--- config.mk ---
export PLATFORM = sky130hd
export DESIGN_NAME = sch_async_chan
export DESIGN_NICKNAME = d
export VERILOG_FILES = /design/src/rtl/sch_pkg.sv /design/src/rtl/sch_regs.sv /design/src/rtl/sch_tx.sv /design/src/rtl/sch_rx.sv /design/src/rtl/sch_async_chan.sv
export SDC_FILE = /design/constraint.sdc
export NUM_CORES = 1
export LEC_CHECK = 0
export ABC_AREA = 1
export BUFFER_PORTS_ARGS = -buffer_cell sky130_fd_sc_hd__buf_2
export CAP_MARGIN = 10
export CORE_MARGIN = 2
export CORE_UTILIZATION = 61
export CTS_CLUSTER_SIZE = 40
export DETAILED_ROUTE_END_ITERATION = 12
export PLACE_DENSITY = 0.88
export RECOVER_POWER = 25
export SETUP_SLACK_MARGIN = 0.1
export SYNTH_ARGS = -nofsm -noshare
export SYNTH_HDL_FRONTEND = slang
export SYNTH_HIERARCHICAL = 1
export SYNTH_SLANG_ARGS = --single-unit
--- constraint.sdc ---
create_clock -name clk -period 2.5 [get_ports clk]
set_input_delay 0.625 -clock clk [delete_from_list [all_inputs] [get_ports clk]]
set_output_delay 0.625 -clock clk [all_outputs]
set_load 0.01 [all_outputs]
--- src/rtl/sch_pkg.sv ---
package sch_pkg;

    localparam int DATA_W  = 8;
    localparam int FRAME_W = 12;
    localparam int DIV_W   = 6;
    localparam int PTR_W   = 3;

    typedef struct packed {
        logic [1:0] clk_rate;
        logic       two_stop;
        logic       par_en;
        logic       par_even;
        logic [1:0] bpc;
        logic       brk;
        logic       en;
    } txcfg_t;

    typedef struct packed {
        logic [1:0] clk_rate;
        logic       par_en;
        logic [1:0] bpc;
        logic       en;
    } rxcfg_t;

    function automatic logic [3:0] bpc_len(input logic [1:0] code);
        return 4'd5 + {2'b00, code};
    endfunction

    function automatic logic [DIV_W-1:0] div_last(input logic [1:0] rate);
        case (rate)
            2'b00:   return DIV_W'(0);
            2'b01:   return DIV_W'(15);
            2'b10:   return DIV_W'(31);
            default: return DIV_W'(63);
        endcase
    endfunction

    function automatic logic [FRAME_W-1:0] build_frame(input logic [DATA_W-1:0] d,
                                                       input txcfg_t c);
        logic [FRAME_W-1:0] f;
        logic [3:0]         n;
        logic               p;
        f    = '1;
        f[0] = 1'b0;
        n    = bpc_len(c.bpc);
        p    = ~c.par_even;
        for (int i = 0; i < DATA_W; i++) begin
            if (4'(i) < n) begin
                f[i+1] = d[i];
                p      = p ^ d[i];
            end
        end
        if (c.par_en) f[n + 4'd1] = p;
        return f;
    endfunction

    function automatic logic [3:0] frame_len(input txcfg_t c);
        return 4'd1 + bpc_len(c.bpc) + {3'b000, c.par_en} + (c.two_stop ? 4'd2 : 4'd1);
    endfunction

endpackage

--- src/rtl/sch_regs.sv ---
module sch_regs
    import sch_pkg::*;
(
    input  logic              clk,
    input  logic              rst,
    input  logic              ctl_wr,
    input  logic [DATA_W-1:0] wdata,
    output txcfg_t            txc,
    output rxcfg_t            rxc
);
    logic [PTR_W-1:0] ptr;
    logic [1:0]       rate;
    logic             two_stop, par_en, par_even;

    always_ff @(posedge clk) begin
        if (rst) begin
            ptr      <= '0;
            rate     <= 2'b00;
            two_stop <= 1'b0;
            par_en   <= 1'b0;
            par_even <= 1'b0;
            txc.bpc  <= 2'b00;
            txc.brk  <= 1'b0;
            txc.en   <= 1'b0;
            rxc.bpc  <= 2'b00;
            rxc.en   <= 1'b0;
        end else if (ctl_wr) begin
            if (ptr == '0) begin
                ptr <= wdata[PTR_W-1:0];
            end else begin
                ptr <= '0;
                case (ptr)
                    3'd3: begin
                        rxc.bpc <= wdata[7:6];
                        rxc.en  <= wdata[0];
                    end
                    3'd4: begin
                        rate     <= wdata[7:6];
                        two_stop <= wdata[3];
                        par_even <= wdata[1];
                        par_en   <= wdata[0];
                    end
                    3'd5: begin
                        txc.bpc <= wdata[6:5];
                        txc.brk <= wdata[4];
                        txc.en  <= wdata[3];
                    end
                    default: ;
                endcase
            end
        end
    end

    assign txc.clk_rate = rate;
    assign txc.two_stop = two_stop;
    assign txc.par_en   = par_en;
    assign txc.par_even = par_even;
    assign rxc.clk_rate = rate;
    assign rxc.par_en   = par_en;

    AST_PTR_RETURNS: assert property (@(posedge clk) disable iff (rst)
        (ctl_wr && ptr != '0) |=> (ptr == '0));

endmodule

--- src/rtl/sch_tx.sv ---
module sch_tx
    import sch_pkg::*;
(
    input  logic              clk,
    input  logic              rst,
    input  logic              tick,
    input  txcfg_t            cfg,
    input  logic              dat_wr,
    input  logic [DATA_W-1:0] wdata,
    output logic              txd,
    output logic              txe,
    output logic              all_sent
);
    logic [DATA_W-1:0]  hold_q;
    logic               full_q;
    logic               busy;
    logic [FRAME_W-1:0] sh;
    logic [3:0]         left;
    logic [DIV_W-1:0]   dcnt;
    logic               bit_end, char_end, load;

    assign bit_end  = busy && tick && (dcnt == div_last(cfg.clk_rate));
    assign char_end = bit_end && (left == 4'd1);
    assign load     = (!busy || char_end) && cfg.en && !cfg.brk && full_q;

    always_ff @(posedge clk) begin
        if (rst) begin
            busy     <= 1'b0;
            sh       <= '1;
            left     <= '0;
            dcnt     <= '0;
            full_q   <= 1'b0;
            hold_q   <= '0;
            all_sent <= 1'b1;
            txd      <= 1'b1;
        end else begin
            if (load) begin
                sh   <= build_frame(hold_q, cfg);
                left <= frame_len(cfg);
                busy <= 1'b1;
                dcnt <= '0;
            end else if (char_end) begin
                busy <= 1'b0;
                left <= '0;
                dcnt <= '0;
            end else if (bit_end) begin
                sh   <= {1'b1, sh[FRAME_W-1:1]};
                left <= left - 4'd1;
                dcnt <= '0;
            end else if (busy && tick) begin
                dcnt <= dcnt + DIV_W'(1);
            end

            if (dat_wr) begin
                full_q <= 1'b1;
                hold_q <= wdata;
            end else if (load) begin
                full_q <= 1'b0;
            end

            if (dat_wr)                    all_sent <= 1'b0;
            else if (char_end && !full_q)  all_sent <= 1'b1;

            if (!cfg.en)     txd <= 1'b1;
            else if (cfg.brk) txd <= 1'b0;
            else if (busy)   txd <= sh[0];
            else             txd <= 1'b1;
        end
    end

    assign txe = !full_q;

    AST_IDLE_MARK: assert property (@(posedge clk) disable iff (rst)
        !$past(cfg.en) |-> txd);
    AST_BREAK_SPACE: assert property (@(posedge clk) disable iff (rst)
        $past(cfg.en && cfg.brk) |-> !txd);
    AST_LOAD_EMPTIES: assert property (@(posedge clk) disable iff (rst)
        (load && !dat_wr) |=> txe);
    AST_ALLSENT_EMPTY: assert property (@(posedge clk) disable iff (rst)
        all_sent |-> txe);

endmodule

--- src/rtl/sch_rx.sv ---
module sch_rx
    import sch_pkg::*;
(
    input  logic              clk,
    input  logic              rst,
    input  logic              tick,
    input  rxcfg_t            cfg,
    input  logic              rxd,
    input  logic              dat_rd,
    output logic [DATA_W-1:0] rx_data,
    output logic              rx_avail
);
    logic               s1, s2;
    logic               active;
    logic [3:0]         idx;
    logic [DIV_W-1:0]   dcnt, tgt;
    logic [DATA_W-1:0]  sh;
    logic [3:0]         n, last;
    logic               hit, done;

    assign n    = bpc_len(cfg.bpc);
    assign last = n + {3'b000, cfg.par_en} + 4'd1;
    assign hit  = cfg.en && active && tick && (dcnt == tgt);
    assign done = hit && (idx == last);

    always_ff @(posedge clk) begin
        if (rst) begin
            s1       <= 1'b1;
            s2       <= 1'b1;
            active   <= 1'b0;
            idx      <= '0;
            dcnt     <= '0;
            tgt      <= '0;
            sh       <= '0;
            rx_data  <= '0;
            rx_avail <= 1'b0;
        end else begin
            s1 <= rxd;
            s2 <= s1;
            if (!cfg.en) begin
                active <= 1'b0;
            end else if (!active) begin
                if (!s2) begin
                    active <= 1'b1;
                    idx    <= '0;
                    dcnt   <= '0;
                    tgt    <= div_last(cfg.clk_rate) >> 1;
                end
            end else if (tick) begin
                if (hit) begin
                    dcnt <= '0;
                    tgt  <= div_last(cfg.clk_rate);
                    idx  <= idx + 4'd1;
                    if (idx == 4'd0) begin
                        if (s2) active <= 1'b0;
                    end else if (idx <= n) begin
                        sh <= {s2, sh[DATA_W-1:1]};
                    end else if (idx == last) begin
                        active  <= 1'b0;
                        rx_data <= sh >> (4'(DATA_W) - n);
                    end
                end else begin
                    dcnt <= dcnt + DIV_W'(1);
                end
            end

            if (done)        rx_avail <= 1'b1;
            else if (dat_rd) rx_avail <= 1'b0;
        end
    end

    AST_RX_GATED: assert property (@(posedge clk) disable iff (rst)
        $rose(rx_avail) |-> $past(cfg.en));
    AST_READ_CLEARS: assert property (@(posedge clk) disable iff (rst)
        (dat_rd && !done) |=> !rx_avail);

endmodule

--- src/rtl/sch_async_chan.sv ---
module sch_async_chan
    import sch_pkg::*;
(
    input  logic       clk,
    input  logic       rst,
    input  logic       tick,
    input  logic       ctl_wr,
    input  logic       dat_wr,
    input  logic       dat_rd,
    input  logic [7:0] wdata,
    output logic [7:0] rx_data,
    output logic       stat_txe,
    output logic       stat_all_sent,
    output logic       stat_rx_avail,
    input  logic       rxd,
    output logic       txd
);
    txcfg_t txc;
    rxcfg_t rxc;

    sch_regs u_regs (
        .clk(clk), .rst(rst), .ctl_wr(ctl_wr), .wdata(wdata),
        .txc(txc), .rxc(rxc)
    );

    sch_tx u_tx (
        .clk(clk), .rst(rst), .tick(tick), .cfg(txc),
        .dat_wr(dat_wr), .wdata(wdata),
        .txd(txd), .txe(stat_txe), .all_sent(stat_all_sent)
    );

    sch_rx u_rx (
        .clk(clk), .rst(rst), .tick(tick), .cfg(rxc),
        .rxd(rxd), .dat_rd(dat_rd),
        .rx_data(rx_data), .rx_avail(stat_rx_avail)
    );

endmodule

Word-level counts from Yosys, hierarchy flattened

Index checks and enable logic that the tools add are counted.

Bitwise logic cells: 14
Shift operators: 1
Magnitude comparators: 11
Add/sub/neg operators: 12
Reduce and logical (&&, ||, !) cells: 36
Muxes and demuxes: 90
Equality and inequality tests: 13

Operators with widths:

| cell                                                                | count |
|---|---|
| 1-bit 2-to-1 mux                                                    | 66 |
| 12-bit 2-to-1 mux                                                   | 4 |
| 6-bit 2-to-1 mux                                                    | 8 |
| 4-bit 2-to-1 mux                                                    | 7 |
| 6-bit one-hot mux with 3 select lines                               | 1 |
| 3-bit by 4-bit < comparator with 1-bit output, first input constant | 4 |
| 4-bit by 1-bit adder with 4-bit output, second input constant       | 3 |
| 6-bit by 1-bit adder with 6-bit output, second input constant       | 2 |
| 12-bit bitwise mux                                                  | 1 |
| 6-bit equality test                                                 | 2 |
| 1-bit logical AND                                                   | 12 |
| 3-bit AND reduction                                                 | 4 |
| 2-bit nonzero test                                                  | 5 |
| 3-bit by 2-bit adder with 4-bit output, first input constant        | 2 |
| 4-bit by 1-bit adder with 4-bit output                              | 2 |
| 1-bit by 4-bit < comparator with 1-bit output, first input constant | 2 |
| 2-bit by 4-bit < comparator with 1-bit output, first input constant | 2 |
| 2-bit != test, second input constant                                | 4 |
| 8-bit by 4-bit right shift with 8-bit output                        | 1 |
| 1-bit bitwise XOR                                                   | 8 |
| 7-bit AND reduction                                                 | 1 |
| 3-bit equality test, second input constant                          | 2 |
| 1-bit NOT                                                           | 6 |
| 6-bit AND reduction                                                 | 1 |
| 24 further kinds                                                    | 27 |

Flip-flop bits (word level): 85
Input port bits: 15
Word-level logic and storage cells: 204

Depth between registers and ports, before layout

Gate-level depths: netlist (run 1).

Depth in word-level cells: 42
Mapped depth: 17
Gate-level depth less buffers: 17

Hierarchy

Netlist (run 1), hierarchy kept.

By module, submodules not included:

| module   | area each (µm²) | cells each | sequential area each (µm²) | times used |
|---|---|---|---|---|
| sch_rx   | 2,092.0         | 294        | 680.7                      | 1 |
| sch_tx   | 2,083.2         | 310        | 680.7                      | 1 |
| sch_regs | 714.4           | 105        | 300.3                      | 1 |

Worst setup path before layout (run 1)

No wires, ideal clock.

Path type: flip-flop to flip-flop
Start: register, netlist name u_regs/rxc[1]
End: register u_rx.rx_data[2]
Path slack: 0.382 ns
Cell stages (with the launch flop): 12
Period minus slack after synthesis: 2.118 ns
Data arrival time: 2.000 ns
Setup time: 0.118 ns
Path buffers: 2
Required time: 2.382 ns
Cell sequence: dfxtp_1 > buf_2 > inv_1 > fa_1 > nor2_1 > nor2_1 > nand2_1 > nor2_4 > nand3_4 > buf_6 > nor3_1 > nor2_1

Longest elaborated chain between the ends: 5
Elaborated cells between the ends (all ways): 9

RTL lines:

| item                                                | RTL line      | text |
|---|---|---|
| 3-bit by 2-bit adder with 4-bit output (*)          | sch_pkg.sv:26 | `return 4'd5 + {2'b00, code};` |
| 4-bit by 1-bit adder with 4-bit output (2 in a row) | sch_rx.sv:22  | `assign last = n + {3'b000, cfg.par_en} + 4'd1;` |
| 4-bit equality test                                 | sch_rx.sv:58  | `end else if (idx == last) begin` |
| 7-bit AND reduction (no line)                       | -             |  |
| end signal: assignment                              | sch_rx.sv:60  | `rx_data <= sh >> (4'(DATA_W) - n);` |
| end: declaration                                    | sch_rx.sv:10  | `output logic [DATA_W-1:0] rx_data,` |

Mark *: on every way between the ends. The rest lies on a longest branch, timed or not.
A chain may end at the register's enable or synchronous reset.

Worst setup path in the final report (run 1)

Start: register, netlist name u_regs/rxc[1]
End: register u_rx.sh[6]

Longest elaborated chain between the ends: 3

RTL lines:

| item                                   | RTL line      | text |
|---|---|---|
| 3-bit by 2-bit adder with 4-bit output | sch_pkg.sv:26 |  |
| 4-bit less-or-equal comparator         | sch_rx.sv:56  | `end else if (idx <= n) begin` |
| 6-bit AND reduction (no line)          | -             |  |
| end signal: assignment                 | sch_rx.sv:57  | `sh <= {s2, sh[DATA_W-1:1]};` |
| end: declaration                       | sch_rx.sv:17  | `logic [DATA_W-1:0] sh;` |

Every way passes these cells.

==> results.json, run 1 <==
{
  "clockBufferDepth": 2,
  "holdWs_ns": 0.4199,
  "skew_ns": 0.01235,
  "grt_first_pass_wirelength_mm": 18.07,
  "final_area_mm2": 0.005295,
  "io_pins": 27,
  "syn_area_per_cell_um2": 6.897,
  "synth_fa_ha_area_frac": 0.06346,
  "worstHoldStart": "u_rx/s1",
  "gp_congestion": 0.9223,
  "postCtsSetupBuffers": 0,
  "end_kind": "flip-flop",
  "synthToLayoutAreaGrowth_pct": 8.291,
  "root_buffer": "clkbuf_8",
  "grt_max_degree": 24,
  "crit_fanout": 10,
  "rsz0062_at_grt": "true",
  "dp.cells": 821,
  "synth_top_area_share": 0.3398,
  "hp-class": "flip-flop to flip-flop",
  "synth_commonest_cells": "nand2_1 (170), nor2_1 (95), inv_1 (86)",
  "fp.dieW_um": 93.53,
  "clock_latency_ns": 0.36,
  "reg2reg_depth": 11,
  "status": "complete, no violations",
  "holdPathEnd": "u_rx/s2",
  "crit_arrival_ns": 2.46,
  "r2r-start": "u_regs/rxc[1]",
  "h-tree-depth": 3,
  "post-route-period-util": 0.8896,
  "peakVddDrop_v": 0.0003035,
  "fp-row-count": 32,
  "fin_nets": 768,
  "ff2ff_setup_slack_ns": 0.28,
  "finalSetupViolCount": 0,
  "synth_area_leaders": "dfxtp_1 (34%), nand2_1 (13%), nor2_1 (7.3%), inv_1 (6.6%), nand3_1 (5.5%)",
  "synthCells": 709,
  "seq_area_frac_synth": 0.3398,
  "drt_iter0_markers": 264,
  "synth_xor_area_frac": 0.03045,
  "synth_nets": 747,
  "synthArstFlopShare": 0,
  "final_core_util": 0.6852,
  "fp.dieH_um": 93.53,
  "yosysMostFrequentCell": "nand2_1",
  "synth_area_mm2": 0.004890,
  "dp_slack_ns": 0.2436,
  "hold_buffers": 0,
  "layout_setup_ws_ns": 0.2760,
  "dpl_cell_area_mm2": 0.005031,
  "crit_type": "flip-flop to flip-flop",
  "yosysWarnings": 6,
  "postRouteWirelength_mm": 10.51,
  "viasPerCell": 5.362,
  "initial_core_util": 0.6328,
  "worst_slew_pin_slew_ns": 0.7922,
  "hold_viol": 0,
  "drive_gt1_frac": 0.1279,
  "r2r_end": "u_rx/sh[6]",
  "dpl.hpwl_mm": 7.891,
  "cts_inserted_buffers": 9,
  "synth-edff-count": 0,
  "finalNonFillerCells": 837,
  "finalSetupTns_ns": 0,
  "synth-simple-area-share": 0.3408,
  "ys_ff_latch": 83,
  "drc_errors": 0,
  "drt_pass1_iterations": 6,
  "clkSinkCount": 83,
  "slew_headroom": 0.4699,
  "clk_pin_slew_worst_paths_ns": 0.09,
  "cts_tree": "built",
  "critPathRequiredTime_ns": 2.74,
  "grtUsageTotal": 0.2554,
  "power.leakage_nw": 2.431,
  "p_per_area_mw_per_mm2": 533.0,
  "maxCapViolCount": 0,
  "hold_depth": 1,
  "maxSlewViolCount": 0,
  "core_mm2": 0.007727,
  "grt-ovfl-total": 0,
  "ant_nets": 0,
  "grt_pass1_vias": 4254,
  "muxShareOfSynthArea": 0,
  "ys.flop_type": "dfxtp_1",
  "synth_cell_type_count": 41,
  "dieArea_mm2": 0.008748,
  "portBuffers": 26,
  "min_period_ns": 2.224,
  "startpoint_type": "flip-flop",
  "synth_compound_area_frac": 0.1215,
  "num_antenna_cells": 0,
  "antenna_found_initial": 0,
  "vias": 4488,
  "synth_area_leader_cell": "dfxtp_1",
  "synth_top_family_by_area": "simple AND/OR/NAND/NOR gates",
  "p_total_mw": 2.823,
  "max_freq_mhz": 449.6,
  "wl_per_cell_um": 12.56
}
## metal layers
layer,wire length [um],vias up,GRT usage
li1,-,2278,-
met5,0,-,0
met1,4412,2070,0.2860
met3,444,12,0.03868
met2,5505,128,0.4826
met4,148,0,0.09783
## how the worst max path moves through the flow
| stage | from | end | slack [ns] | cells past startpoint |
|---|---|---|---|---|
| after global placement | tick | u_tx/sh[10] | 0.34 | 14 |
| after floorplan | u_regs/rxc[1] | u_rx/rx_data[2] | 0.38 | 11 |
| after global routing | u_regs/rxc[1] | u_rx/rx_data[7] | 0.07 | 12 |
| final | u_regs/rxc[1] | u_rx/sh[6] | 0.28 | 11 |
| after detailed placement | tick | u_tx/sh[4] | 0.24 | 14 |
| after CTS | u_regs/rxc[1] | u_rx/sh[6] | 0.27 | 11 |
## cell type report
class,instances,area [um2]
fill,668,2432
clock inverter,6,137.6
timing repair buffer,31,166.4
multi-input combinational,511,2720
tap,102,127.6
clock buffer,10,127.6
sequential,83,1662
inverter,94,354.1
## sequential cells by signal, summed over array words and instances, names as in the netlist, 3 cells and up
signal,flops
u_regs/rxc,3
u_rx/tgt,4
u_tx/left,4
u_tx/dcnt,6
u_rx/sh,8
u_rx/dcnt,6
u_regs/txc,4
u_tx/sh,12
u_tx/hold_q,8
u_rx/idx,4
u_regs/ptr,3
u_rx/rx_data,8
## worst max-delay path: stages (launching register included)
cell,delay (ns)
dfxtp_1,0.40
buf_4,0.19
ha_1,0.25
inv_1,0.07
ha_1,0.29
nand2_1,0.06
nor2_1,0.15
nand3_1,0.18
nand2_2,0.22
nand2_2,0.15
nand2_1,0.09
a21oi_1,0.06
## placed cells by master, fill, tap and decap left out, drive strengths merged, types with 5 or more instances in the layout
| cell | netlist | routed |
|---|---|---|
| a21oi | 49 | 49 |
| buf | 16 | 30 |
| clkbuf | 5 | 11 |
| dfxtp | 83 | 83 |
| ha | 20 | 20 |
| inv | 93 | 93 |
| nand2 | 181 | 181 |
| nand3 | 61 | 61 |
| nand4 | 5 | 5 |
| nor2 | 102 | 102 |
| nor3 | 13 | 13 |
| o21ai | 41 | 41 |
| o21bai | 7 | 7 |
| xnor2 | 5 | 5 |
| xor2 | 12 | 12 |
## cell families (layout without fill, tap and decap cells)
family                     after synthesis  after routing
DFF                                     83             83
and+or+nand+nor                        369            369
xor gates and xnor gates                17             17
AOI/OAI and AO/OA                      102            102
adders and majority gates               23             23
buffers and inverters                  115            141
## where the power goes
group / total, mW / switching [mW] / internal (mW)
combinational: 0.199 / 0.133 / 0.0659
sequential: 1.37 / 0.0221 / 1.34
clock: 1.26 / 0.490 / 0.768
## timing repair
item	CTS	global route
resized for setup	0	2
endpoints found under the hold margin	0	0
endpoints found under the setup margin	0	10
No activity file was read; power rests on OpenSTA's default activity.
==> inputs of run 2 (changes only) <==
--- a/config.mk
+++ b/config.mk
@@ -8,6 +8,7 @@
 export ABC_AREA = 1
 export BUFFER_PORTS_ARGS = -buffer_cell sky130_fd_sc_hd__buf_2
 export CAP_MARGIN = 10
+export CORE_ASPECT_RATIO = 1.5
 export CORE_MARGIN = 2
 export CORE_UTILIZATION = 61
 export CTS_CLUSTER_SIZE = 40
==> results.json, run 2 (same netlist as run 1, synthesis figures left out) <==
{
  "status": "complete, no violations",
  "grt_pass1_vias": 4309,
  "clockBufferDepth": 2,
  "met2_usage": 0.4760,
  "grt_first_pass_wirelength_mm": 18.33,
  "maxSlewViolCount": 0,
  "drt_iter0_markers": 234,
  "min_period_ns": 2.140,
  "io_pins": 27,
  "grt_max_degree": 24,
  "postCtsResizedCells": 0,
  "use_met3": 0.03639,
  "crit_arrival_ns": 2.38,
  "end_kind": "flip-flop",
  "peakVddDrop_v": 0.0004115,
  "viasPerCell": 5.410,
  "crit_fanout": 16,
  "core_mm2": 0.007908,
  "rsz0062_at_grt": "true",
  "clkSinkCount": 83,
  "regMostFlops": "u_tx/sh",
  "initial_core_util": 0.6184,
  "fin_nets": 768,
  "root_buffer": "clkbuf_16",
  "slew_headroom": 0.4713,
  "gp_congestion": 0.8762,
  "crit_slowest_cell": "dfxtp_1",
  "wl_per_cell_um": 13.06,
  "worst_slew_pin_slew_ns": 0.7901,
  "slowest_delay_ns": 0.37,
  "max_freq_mhz": 467.2,
  "fp.dieW_um": 77.10,
  "grt-ovfl-total": 0,
  "clk_pin_slew_worst_paths_ns": 0.06,
  "maxCapViolCount": 0,
  "critPathRequiredTime_ns": 2.74,
  "vias": 4544,
  "power.leakage_nw": 2.416,
  "ant_nets": 0,
  "post-route-period-util": 0.8562,
  "clock_latency_ns": 0.34,
  "layout_setup_ws_ns": 0.3595,
  "cts_tree": "built",
  "grt_busiest_layer": "met2",
  "hp-class": "flip-flop to flip-flop",
  "num_antenna_cells": 0,
  "crit_type": "flip-flop to flip-flop",
  "portBuffers": 26,
  "grtUsageTotal": 0.2596,
  "crit_path_cell_trace": "buf_4, ha_1, inv_1, ha_1, nand2_1, nor2_1, nand2_1, nand2_2, nand3_4, nor2_2, nand2_1, nand2_1, nor2_1",
  "postRouteWirelength_mm": 10.97,
  "postCtsSetupBuffers": 0,
  "p_per_area_mw_per_mm2": 548.0,
  "holdWs_ns": 0.4129,
  "fp.dieH_um": 113.7,
  "grt.met1_usage": 0.2739,
  "antenna_found_initial": 0,
  "h-tree-depth": 3,
  "dpl.hpwl_mm": 8.057,
  "fp-row-count": 40,
  "finalSetupViolCount": 0,
  "drt_pass1_iterations": 5,
  "synthToLayoutAreaGrowth_pct": 9.110,
  "hold_viol": 0,
  "crit_path_frequent_cell": "nand2_1",
  "drc_errors": 0,
  "cts_inserted_buffers": 9,
  "nFillCells": 678,
  "dp_slack_ns": 0.3031,
  "dieArea_mm2": 0.008763,
  "layout_commonest_cell": "nand2_1",
  "final_cell_mix": "nand2_1 (169), nor2_1 (95), inv_1 (86)",
  "largest_reg_flops": 12,
  "hold_buffers": 0,
  "startpoint_type": "flip-flop",
  "drive_gt1_frac": 0.1224,
  "skew_ns": 0.007122,
  "finalSetupTns_ns": 0
}
[run 2: changes by cell type in the layout (fill, tap and decap cells not counted), moves of 2 or more]
cell        previous run  this run
bufinv_16              4         1
clkbuf_16              0         9
clkbuf_1               2         8
buf_2                 25        19
clkinvlp_4             0         2
clkbuf_8               9         1
[run 2: cell type report]
cell class / instances / area, um2 / area share
inverters: 94 / 354.1 / 0.06637
multi-input cells: 511 / 2723 / 0.5103
flip-flops and latches: 83 / 1663 / 0.3117
clock buffers: 11 / 242.7 / 0.04550
clock inverters: 5 / 62.56 / 0.01173
well taps: 105 / 131.4 / 0.02462
repair buffers: 31 / 158.9 / 0.02978
[run 2: layer usage]
layer / routed length (um) / share of wire
met4: 558 / 0.051
met3: 431 / 0.039
met1: 4290 / 0.39
met5: 0 / 0
met2: 5689 / 0.52
[run 2: worst paths after layout]
check,from,to,slack (ns),cells after the start
worst max-delay path,u_regs/rxc[1],u_rx/rx_data[1],0.36,13
worst min-delay path,u_rx/s1,u_rx/s2,0.41,1
worst max register to register,u_regs/rxc[1],u_rx/rx_data[1],0.36,13
worst min register to register,u_rx/s1,u_rx/s2,0.41,1
[run 2: where the power goes]
| group | internal (mW) | switching [mW] | total [mW] |
|---|---|---|---|
| registers | 1.34 | 0.0239 | 1.37 |
| logic | 0.0668 | 0.136 | 0.203 |
| clock network | 0.805 | 0.547 | 1.35 |
[run 2: through the flow]
| step | instances | power (mW) | utilization | area (um2) |
|---|---|---|---|---|
| global placement | 824 | 1.586 | 0.6367 | 5035 |
| detailed placement | 824 | 1.596 | 0.6367 | 5035 |
| floorplan | 709 | 1.542 | - | 4890 |
| CTS | 840 | 2.943 | 0.6753 | 5340 |
| finish | 840 | 2.924 | 0.6747 | 5335 |
| global route | 840 | 3.017 | 0.6747 | 5335 |
[run 2: critical path: cells and delay by family, from the launching register on]
kind,cells,cell delay [ns]
fa+ha+maj,2,0.52
buf+inv,2,0.24
flops,1,0.37
simple gates,9,0.91
==> inputs of run 3 (changes only) <==
--- a/config.mk
+++ b/config.mk
@@ -9,7 +9,6 @@
 export BUFFER_PORTS_ARGS = -buffer_cell sky130_fd_sc_hd__buf_2
 export CAP_MARGIN = 10
 export CORE_ASPECT_RATIO = 1.5
-export CORE_MARGIN = 2
 export CORE_UTILIZATION = 61
 export CTS_CLUSTER_SIZE = 40
 export DETAILED_ROUTE_END_ITERATION = 12
==> results.json, run 3 (same netlist as run 1, synthesis figures left out) <==
{
  "status": "complete, no violations",
  "ant_nets": 0,
  "vias": 4454,
  "io_pins": 27,
  "synthToLayoutAreaGrowth_pct": 8.854,
  "initial_core_util": 0.6342,
  "final_cell_mix": "nand2_1 (170), nor2_1 (95), inv_1 (86)",
  "maxSlewViolCount": 0,
  "peakVddDrop_v": 0.0004039,
  "dpl.hpwl_mm": 8.145,
  "crit_slowest_cell": "dfxtp_1",
  "dpl_cell_area_mm2": 0.005024,
  "regMostFlops": "u_tx/sh",
  "p_total_mw": 2.923,
  "fp.dieW_um": 75.10,
  "final_area_mm2": 0.005323,
  "fp.dieH_um": 111.7,
  "cts_tree": "built",
  "crit_path_cell_trace": "buf_4, ha_1, inv_1, ha_1, nand2_1, nor2_1, nand2_1, nand2_2, nand3_4, o21bai_1, nand2_1, nor2_1",
  "fp-row-count": 39,
  "cts_inserted_buffers": 9,
  "slew_headroom": 0.4582,
  "worstHoldStart": "u_rx/s1",
  "core_mm2": 0.007710,
  "crit_fanout": 16,
  "p_int_mw": 2.200,
  "hp-class": "flip-flop to flip-flop",
  "crit_path_frequent_cell": "nand2_1",
  "clkSinkCount": 83,
  "antenna_found_initial": 0,
  "slowest_delay_ns": 0.39,
  "worst_slew_pin_slew_ns": 0.8097,
  "ff2ff_setup_slack_ns": 0.28,
  "max_freq_mhz": 449.5,
  "largest_reg_flops": 12,
  "postRouteWirelength_mm": 10.85,
  "viasPerCell": 5.328,
  "pwr-share-seq": 0.468,
  "grt_first_pass_wirelength_mm": 18.35,
  "skew_ns": 0.01061,
  "power_switching_uw": 723.5,
  "postCtsSetupBuffers": 0,
  "portBuffers": 26,
  "switching_share": 0.2475,
  "h-tree-depth": 3,
  "holdPathEnd": "u_rx/s2",
  "fin_nets": 767,
  "post-route-period-util": 0.8898,
  "drt_pass1_iterations": 5,
  "rsz0062_at_grt": "true",
  "gp_congestion": 0.8947,
  "final_core_util": 0.6904,
  "startpoint_type": "flip-flop",
  "critPathRequiredTime_ns": 2.78,
  "p_clk_frac": 0.464,
  "power.leakage_nw": 2.422,
  "dieArea_mm2": 0.008385,
  "grt_max_degree": 24,
  "hold_depth": 1,
  "num_antenna_cells": 0,
  "end_kind": "flip-flop",
  "min_period_ns": 2.225,
  "clockBufferDepth": 2,
  "root_buffer": "clkbuf_16",
  "drive_gt1_frac": 0.1213,
  "r2r-start": "u_regs/rxc[1]",
  "grtUsageTotal": 0.2837,
  "p_per_area_mw_per_mm2": 549.2,
  "drt_iter0_markers": 225,
  "crit_type": "flip-flop to flip-flop",
  "wl_per_cell_um": 12.98,
  "crit_arrival_ns": 2.50,
  "maxCapViolCount": 0,
  "reg2reg_depth": 12,
  "hold_viol": 0,
  "finalSetupViolCount": 0,
  "layout_commonest_cell": "nand2_1",
  "r2r_end": "u_rx/rx_data[0]",
  "finalNonFillerCells": 836,
  "clock_latency_ns": 0.34,
  "dp.cells": 820,
  "drc_errors": 0,
  "finalSetupTns_ns": 0,
  "grt-ovfl-total": 0,
  "combPwrFrac": 0.068,
  "grt_pass1_vias": 4417,
  "clk_pin_slew_worst_paths_ns": 0.07
}
[run 3: changes by cell type in the layout (fill, tap and decap cells not counted), sizes merged]
cell,change
inv,+4
clkinv,-1
buf,-1
clkinvlp,-1
clkbuf,-2
[run 3: what timing repair did]
action,in CTS,in global routing
gates resized for setup,0,2
endpoints found under the setup margin,0,7
hold buffers,0,0
[run 3: through the flow]
step	setup WS (ns)	hold slack (ns)
floorplan	0.3825	0.3895
global placement	0.3131	0.3940
detailed placement	0.2360	0.4133
CTS	0.2848	0.4329
global route	0.05364	0.4572
finish	0.2755	0.4326
[run 3: how the worst max path moves through the flow]
stage | startpoint | end | slack (ns) | depth (start not counted)
floorplan | u_regs/rxc[1] | u_rx/rx_data[2] | 0.38 | 11
global placement | tick | u_tx/sh[10] | 0.31 | 14
detailed placement | tick | u_tx/sh[4] | 0.24 | 14
CTS | u_regs/rxc[1] | u_rx/rx_data[0] | 0.28 | 12
global route | u_regs/rxc[1] | u_rx/rx_data[1] | 0.05 | 13
finish | u_regs/rxc[1] | u_rx/rx_data[0] | 0.28 | 12
[run 3: area by class of cell]
class / count / area (um2)
clock buffer: 9 / 225.2
fill: 667 / 2387
tap: 102 / 127.6
clock inverter: 7 / 81.33
timing repair buffer: 30 / 151.4
multi-input combinational: 511 / 2720
inverter: 94 / 354.1
sequential: 83 / 1663
[run 3: power by group through the flow]
stage	logic (mW)	clock network, mW	registers [mW]
3_5_place_dp	0.196	0	1.40
5_1_grt	0.227	1.43	1.37
6_report	0.199	1.35	1.37
2_1_floorplan	0.152	0	1.39
4_1_cts	0.197	1.38	1.37
3_3_place_gp	0.188	0	1.40
[run 3: metal layers]
metal,part of all wire,up-vias,global-route usage
li1,-,2286,-
met1,0.39,2015,0.2785
met2,0.53,111,0.5165
met3,0.029,42,0.03620
met4,0.048,0,0.2063
met5,0,-,0
[run 3: worst max-delay path: cells and delay by family (launching register included)]
family	cells	cell delay, ns
DFF	1	0.39
AOI/OAI and AO/OA	1	0.20
adders and majority gates	2	0.55
and+or+nand+nor	7	0.73
buffers and inverters	2	0.26
